--- src/rtl/pq_coalesce_array.sv ---
module pq_coalesce_array #(
  parameter int NSRC = 8,
  parameter int OFFW = 12,
  parameter int DW = 64,
  parameter logic [NSRC-1:0] STORE_EOI_MASK = 8'h0F,
  parameter logic [NSRC-1:0] SWTRIG_MASK = 8'h33,
  localparam int IW = (NSRC > 1) ? $clog2(NSRC) : 1
) (
  input  logic            clk,
  input  logic            rst_n,
  input  logic [NSRC-1:0] trig_i,
  input  logic            mmio_valid,
  input  logic            mmio_write,
  input  logic            mmio_trig_page,
  input  logic [IW-1:0]   mmio_src,
  input  logic [OFFW-1:0] mmio_off,
  output logic            rsp_valid,
  output logic [DW-1:0]   rsp_data,
  output logic            ntf_valid,
  output logic [IW-1:0]   ntf_idx,
  input  logic            ntf_ready
);

  logic [1:0]      pq   [NSRC];
  logic [1:0]      pq_n [NSRC];
  logic [NSRC-1:0] pend, emit, clr;
  logic [IW-1:0]   ptr, pick;
  logic            ld, st, op_eoi, op_rd, op_set, op_swt, ld_hit, hs;
  logic [1:0]      setv;

  assign ld     = mmio_valid & ~mmio_write & ~mmio_trig_page;
  assign st     = mmio_valid & mmio_write;
  assign op_rd  = ld && mmio_off == OFFW'(12'h800);
  assign op_set = ld && mmio_off[OFFW-1 -: 2] == 2'b11 && mmio_off[OFFW-5:0] == '0;
  assign setv   = mmio_off[OFFW-3 -: 2];
  assign op_eoi = (ld && mmio_off == '0) ||
                  (st && !mmio_trig_page && mmio_off == OFFW'(12'h400) && STORE_EOI_MASK[mmio_src]);
  assign op_swt = st && mmio_trig_page && SWTRIG_MASK[mmio_src];
  assign ld_hit = ld && (mmio_off == '0 || op_rd || op_set);

  always_ff @(posedge clk) begin
    if (!rst_n) begin
      rsp_valid <= 1'b0;
      rsp_data  <= '0;
    end else begin
      rsp_valid <= mmio_valid & ~mmio_write;
      rsp_data  <= ld_hit ? DW'(pq[mmio_src]) : '0;
    end
  end

  for (genvar i = 0; i < NSRC; i++) begin : g_src
    logic       sel, ea, eb;
    logic [1:0] mid;
    assign sel = mmio_valid && mmio_src == IW'(i);

    always_comb begin
      mid = pq[i];
      ea  = 1'b0;
      if (sel && op_eoi) begin
        if (pq[i] == 2'b10) mid = 2'b00;
        else if (pq[i] == 2'b11) begin
          mid = 2'b10;
          ea  = 1'b1;
        end
      end else if (sel && op_set) begin
        mid = setv;
      end
      pq_n[i] = mid;
      eb      = 1'b0;
      if (trig_i[i] || (sel && op_swt)) begin
        if (mid == 2'b00) begin
          pq_n[i] = 2'b10;
          eb      = 1'b1;
        end else if (mid == 2'b10) begin
          pq_n[i] = 2'b11;
        end
      end
      emit[i] = ea | eb;
    end

    always_ff @(posedge clk) begin
      if (!rst_n) pq[i] <= 2'b01;
      else        pq[i] <= pq_n[i];
    end

    p_masked_r3: assert property (@(posedge clk) disable iff (!rst_n)
      (pq[i] == 2'b01 && trig_i[i] && !sel) |=> (pq[i] == 2'b01));
    p_first_r2: assert property (@(posedge clk) disable iff (!rst_n)
      (pq[i] == 2'b00 && trig_i[i] && !sel) |=> (pq[i] == 2'b10 && pend[i]));
    p_merge_r2: assert property (@(posedge clk) disable iff (!rst_n)
      (pq[i][1] && trig_i[i] && !sel) |=> (pq[i] == 2'b11));
  end

  always_comb begin
    pick = ptr;
    for (int k = NSRC - 1; k >= 0; k--) begin
      if (pend[(int'(ptr) + k) % NSRC]) pick = IW'((int'(ptr) + k) % NSRC);
    end
  end

  assign ntf_valid = |pend;
  assign ntf_idx   = pick;
  assign hs        = ntf_valid & ntf_ready;
  assign clr       = hs ? (NSRC'(1) << pick) : '0;

  always_ff @(posedge clk) begin
    if (!rst_n) begin
      pend <= '0;
      ptr  <= '0;
    end else begin
      pend <= (pend & ~clr) | emit;
      if (hs) ptr <= (pick == IW'(NSRC - 1)) ? '0 : pick + 1'b1;
    end
  end

  p_rsp_format_r7: assert property (@(posedge clk) disable iff (!rst_n)
    rsp_valid |-> (rsp_data[DW-1:2] == '0));
  p_rsp_timing_r7: assert property (@(posedge clk) disable iff (!rst_n)
    (mmio_valid && !mmio_write) |=> rsp_valid);
  p_hold_r12: assert property (@(posedge clk) disable iff (!rst_n)
    (ntf_valid && !ntf_ready) |=> ntf_valid);

endmodule

--- config.mk ---
export PLATFORM = sky130hd
export DESIGN_NAME = pq_coalesce_array
export DESIGN_NICKNAME = d
export VERILOG_FILES = /design/src/rtl/pq_coalesce_array.sv
export SDC_FILE = /design/constraint.sdc
export NUM_CORES = 1
export LEC_CHECK = 0
export BUFFER_PORTS_ARGS = -buffer_cell sky130_fd_sc_hd__clkbuf_2
export CORE_MARGIN = 5
export CORE_UTILIZATION = 58
export DETAILED_ROUTE_END_ITERATION = 8
export PLACE_DENSITY = 0.92
export SYNTH_ARGS = -nofsm -noshare
export SYNTH_HDL_FRONTEND = slang
export SYNTH_SLANG_ARGS = --single-unit
--- constraint.sdc ---
create_clock -name clk -period 6.65 [get_ports clk]
set_input_delay 1.6625 -clock clk [delete_from_list [all_inputs] [get_ports clk]]
set_output_delay 1.6625 -clock clk [all_outputs]
set_load 0.03 [all_outputs]
After elaboration in Yosys (flattened, before gate mapping)
Memory sizes are Yosys's and may differ from the RTL's. A register that Yosys moved wholly into a read port is not among the register bits.
Index checks and enable logic that the tools add are counted.
- RAM bits: 16
- bits in read-only memories: 16
- memories: 3
- bits in registers: 74
- logic and storage cells: 308
- reduce and logical (&&, ||, !) cells: 75
- add/sub/neg operators: 8
- shift-type cells: 1
- mux-type cells: 141
- bitwise operators: 32
- equality and inequality tests: 35
- $lt $le $gt $ge: 9
- memory list (memory ; words ; width ; rd ports ; clocked after memory_dff ; wr ports ; RTL line ; text):
    pq ; 8 ; 2 ; 9 ; 1 ; 8 ; 24 ; logic [1:0] pq [NSRC];
    (name not given) ; 8 ; 1 ; 1 ; 0 ; 0 ; 38 ; assign op_swt = st && mmio_trig_page && SWTRIG_MASK[mmio_src];
    (name not given) ; 8 ; 1 ; 1 ; 0 ; 0 ; 37 ; (st && !mmio_trig_page && mmio_off == OFFW'(12'h400) && STORE_EOI_MASK[mmio_src]);
- operators with widths (operator ; number):
    $mux W2 ; 64
    $mux W1 ; 59
    $eq A2 B2 Y1 const B ; 25
    $logic_and A1 B1 Y1 ; 42
    $lt A4 B5 Y1 const B ; 7
    $mux W3 ; 9
    $bmux W1 S3 ; 8
    $reduce_or A3 Y1 ; 7
    $logic_not A2 Y1 ; 8
    $or A1 B1 Y1 ; 16
    $eq A3 B3 Y1 const B ; 5
    $add A3 B3 Y3 const B ; 4
    $eq A12 B11 Y1 const B ; 1
    $eq A12 B12 Y1 const B ; 1
    $logic_not A12 Y1 ; 1
    $logic_or A1 B1 Y1 ; 11
    $and A8 B8 Y8 ; 1
    $logic_not A8 Y1 ; 1
    $lt A3 B4 Y1 const B ; 2
    $mux W8 ; 1
    $not A8 Y8 ; 1
    $or A8 B8 Y8 ; 1
    $reduce_or A8 Y1 ; 1
    $shl A1 B3 Y8 const A ; 1
    10 further kinds ; 24

Logic depth before layout (Yosys ltp)
- word-level depth: 19
- depth in mapped cells: 15

Worst setup path before layout
Ideal clock, no wire load.
- path type: register to output
- from: reg ptr[0]
- to: out ntf_idx[1]
- path slack: 1.801 ns
- arrival: 3.186 ns
- required time: 4.987 ns
- stages on the path, launching flop included: 12
- buffers on the path: 3
- cell sequence: dfxtp_1 -> buf_6 -> buf_2 -> inv_1 -> ha_1 -> clkbuf_1 -> mux4_2 -> mux2_2 -> a21boi_0 -> o22ai_1 -> a2111oi_1 -> o41a_1
- cells in the longest elaborated chain, start to end: 12
- elaborated cells on any way between the ends: 38
- RTL lines (item ; RTL line ; text):
    start, declared ; 27 ; logic [IW-1:0] ptr, pick;
    start signal, assigned ; 112 ; if (hs) ptr <= (pick == IW'(NSRC - 1)) ? '0 : pick + 1'b1;
    $add A3 B3 Y3 ; 97 ; if (pend[(int'(ptr) + k) % NSRC]) pick = IW'((int'(ptr) + k) % NSRC);
    $bmux W1 S3 ; 97 ;
    $mux W1 (not written as such) (2 in series) ; 97 ;
    $mux W3 (7 in series) ; 97 ;
    $mux W3 (*) ; 97 ;
    end, declared ; 20 ; output logic [IW-1:0] ntf_idx,
Mark *: on every way between the ends. The rest lies on a longest branch, timed or not. The select of a mux whose other input is x is not followed.

Worst setup path in the final report
- from: reg ptr[1]
- to: out ntf_idx[2]
Same word-level chain as after synthesis.

==> metrics list <==
- The run finished with clean final reports.
* Largest net degree at the start of global routing: 25
* Layout overhead on the synthesized area: 0.106%
* # IOs: 98
- For the worst-skew pair, the clock arrives at the later sink with an insertion delay of 0.28 ns.
* Endpoint required time on the critical path: 4.99 ns
- CTS built an H-tree with a depth of 2.
* Filler cell count: 523
- Global router's overall resource usage: 0.234
- Final weighted congestion of routability-driven global placement: 0.975
* Detailed-route vias per instance: 6.62
- The die covers 7760 um2.
- The first TritonRoute pass finished after 6 iterations.
* Critical path type: flip-flop to output port
- Fmax achieved: 177 MHz
- After floorplanning, the core was sized to cover 5920 um2.
* Worst Reg2Reg Path Length in Cells: 12
* TritonCTS clock tree: yes
- Total area of sequential cells: 601 um2
- Number of hold-slack violations in the final timing report: 0
* Wire length after detailed routing: 9.14 mm
* Top cells by area in the synthesized netlist: dfxtp_1 (17%), buf_4 (13%), mux4_2 (8.3%)
* Critical Path, Cell by Cell: inv_1, ha_1, mux4_2, a21oi_1, a32oi_1, a2111oi_2, or2_0, clkbuf_2
- End of the worst register-to-register path: pend[3]
- Worst Hold Endpoint: pq[5][0]
- Setup violations remaining at the end of the flow were counted as 0.
- Sinks on Clock Net: 30
* Post-DR wirelength/cell: 17.3 um
* Number of synthesized register bits: 30
* Per-instance average area after synthesis: 8.11 um2
* Max-cap violation count: 0
- The die is 88.1 um wide.
* Post-CTS sizing: 0
* CP max stage cell: dfxtp_1
* Remaining antenna violation count after routing: 0
- In the synthesized netlist the dominant register cell turns out to be dfxtp_1.
- Number of pins exceeding their max-slew limit in the final report: 0
* Buffers inserted by post-CTS timing repair: 0
- Setup repair after global routing left no endpoint under its margin.
- STA classifies the critical path endpoint as an output port.
- Count of synthesis-stage warnings from yosys: 0
- After the first detailed-routing iteration, the DRC count stood at 698.
- Inst Count DP: 521
- By count the netlist is led by buf_4 (63), nand2_1 (38), dfxtp_1 (30), a21oi_1 (22), nand3_1 (19).
- Type of the tightest min-delay check: flip-flop to flip-flop
- Maximum fanout along the worst path: 17
* Count of flip-flops with a built-in enable after synthesis: 0
* Maximum buffer depth of the clock tree: 2
- DR vias: 3497
- Worst hold slack after final layout: 0.582 ns
- Setup clock skew after layout: 0.00293 ns
- Summed negative setup slack over all endpoints: 0 ns
- FF-to-FF Start: ptr[1]
- After clock tree synthesis, the flow added hold-fix buffers numbering 0.
- Async S/R FF share, synth: 0
- At the worst endpoint, the arrival time is 3.99 ns.
- Measured against its own limit, the worst slew margin works out to 0.266.
- Post-route clock period utilization: 0.849
- The first global-routing pass estimated 14.6 mm of wire.
- Root cell of the clock tree: clkbuf_8
- Post-Route Utilization: 0.598
- Input/output buffers: 35
* Via count of the first global-routing pass: 3074
- Layout cell share with drive strength beyond 1: 0.181
- Yosys mapped the design onto 77 distinct sky130hd cell types.
- PD cells: 113 nW/um2
* Crit path max-delay family: compound AO/OA/AOI/OAI gates
- Global route total overflow: 0
* Worst-case register-to-register setup slack: 2.16 ns
- CTS buffer count: 5
- Once layout is complete, the cells apart from fillers number 528.
* Post-DP HPWL: 6.80 mm
* Startpoint of the tightest hold check path: pq[5][0]
- After the last flow step, the layout net total stands at 488.
* Diode count: 0
- VDD sags by at most 0.0806 mV.
- In the final layout, the multi-input gates occupy 2510 um2.
- The number of buffers and inverters on the critical path is 2.
- Least-Margin Pin Slew: 1.09 ns
- For this design the static power due to leakage is 1.43 nW.
* Cell area after synthesis: 3540 um2
- In this design, the stage delay of the slowest critical-path cell is 0.75 ns.
- Starting density of the core: 0.597
- Min-Delay Path Depth: 2
- The initial antenna violation count came to 0.
* Die Ht: 88.1 um
* Cell count after synthesis: 436
- The worst setup path is launched from a flip-flop.
- Of the synthesized area, sequential elements account for 0.170.
- Library cell with the highest instance count after synthesis: buf_4
* Largest area contributor in the synthesized netlist: dfxtp_1
- DR DRC count: 0
- Final critical path time including I/O delays and setup: 5.65 ns
- Clock-pin slew on the worst setup and hold paths: 0.06 ns
- Of the post-synthesis cell area, the dominant cell type holds 0.170.
- After floorplanning, the core was divided into 28 placement rows.
- Power, Total: 0.401 mW
state kept, by name (all words and copies together), names as in the netlist:
signal and count:
pq 16, rsp_data 2, rsp_valid 1, pend 8, ptr 3
cell families after synthesis:
kind of cell	Yosys count	share of synthesized area
other	1	0.00106
AND/OR/NAND/NOR	135	0.212
flip-flops	30	0.170
adder cells (fa/ha/maj)	6	0.0212
XOR/XNOR	3	0.00743
AO/OA/AOI/OAI	121	0.261
buffers and inverters	107	0.186
multiplexers	33	0.141
area by class of cell:
type | count | share of cell area
clock inverters | 2 | 0.00283
clock buffers | 5 | 0.0194
flip-flops and latches | 30 | 0.170
well taps | 75 | 0.0265
multi-input cells | 360 | 0.708
repair buffers | 37 | 0.0537
inverters | 19 | 0.0201
worst max path at each step:
stage / cells past startpoint / start / to / slack (ns)
5_1_grt: 8 / ptr[1] / ntf_idx[2] / 0.67
2_1_floorplan: 11 / ptr[0] / ntf_idx[1] / 1.80
3_3_place_gp: 8 / ptr[1] / ntf_idx[2] / 1.60
3_5_place_dp: 8 / ptr[1] / ntf_idx[2] / 1.39
6_report: 8 / ptr[1] / ntf_idx[2] / 1.00
4_1_cts: 8 / ptr[1] / ntf_idx[2] / 1.07
per-layer routing:
layer	GRT usage	wire [um]	share of wire
met5	0	0	0
met4	0.0646	212	0.023
met3	0.0442	1250	0.14
met2	0.382	4180	0.46
met1	0.316	3500	0.38
where the power goes:
| part | total [mW] | leakage [nW] | internal, mW | switching (mW) |
|---|---|---|---|---|
| sequential | 0.180 | 0.242 | 0.180 | 0.0000530 |
| combinational | 0.0822 | 1.14 | 0.0129 | 0.0694 |
| clock | 0.139 | 0.0438 | 0.0701 | 0.0690 |
| total | 0.401 | 1.43 | 0.263 | 0.138 |
stage by stage:
stage / instance area (um2) / setup slack (ns)
3_5_place_dp: 3460 / 1.39
6_report: 3540 / 1.00
4_1_cts: 3540 / 1.07
3_3_place_gp: 3460 / 1.60
5_1_grt: 3540 / 0.673
2_1_floorplan: 3770 / 1.80
placed cells by master (no fill, tap or decap), drive strengths merged, types with 8 or more instances in the layout:
master	netlist	routed
a31oi	9	9
nand3	19	19
a21oi	22	22
o21ai	14	14
a221oi	8	8
nor2	18	18
inv	19	19
dfxtp	30	30
conb	1	62
nor3	9	9
mux2i	16	16
clkbuf	15	40
mux4	13	13
nand2	38	38
worst reg2reg max path, stage by stage, from the launching register on:
cell and delay [ns]:
dfxtp_1 0.75, inv_1 0.24, ha_1 0.58, mux4_2 0.40
mux2i_1 0.36, nor2b_1 0.26, nor2_1 0.06, a2111oi_1 0.44
o41a_1 0.28, ha_1 0.24, inv_1 0.09, o41a_1 0.45
o31a_1 0.24
No activity file was read; power rests on OpenSTA's default activity.
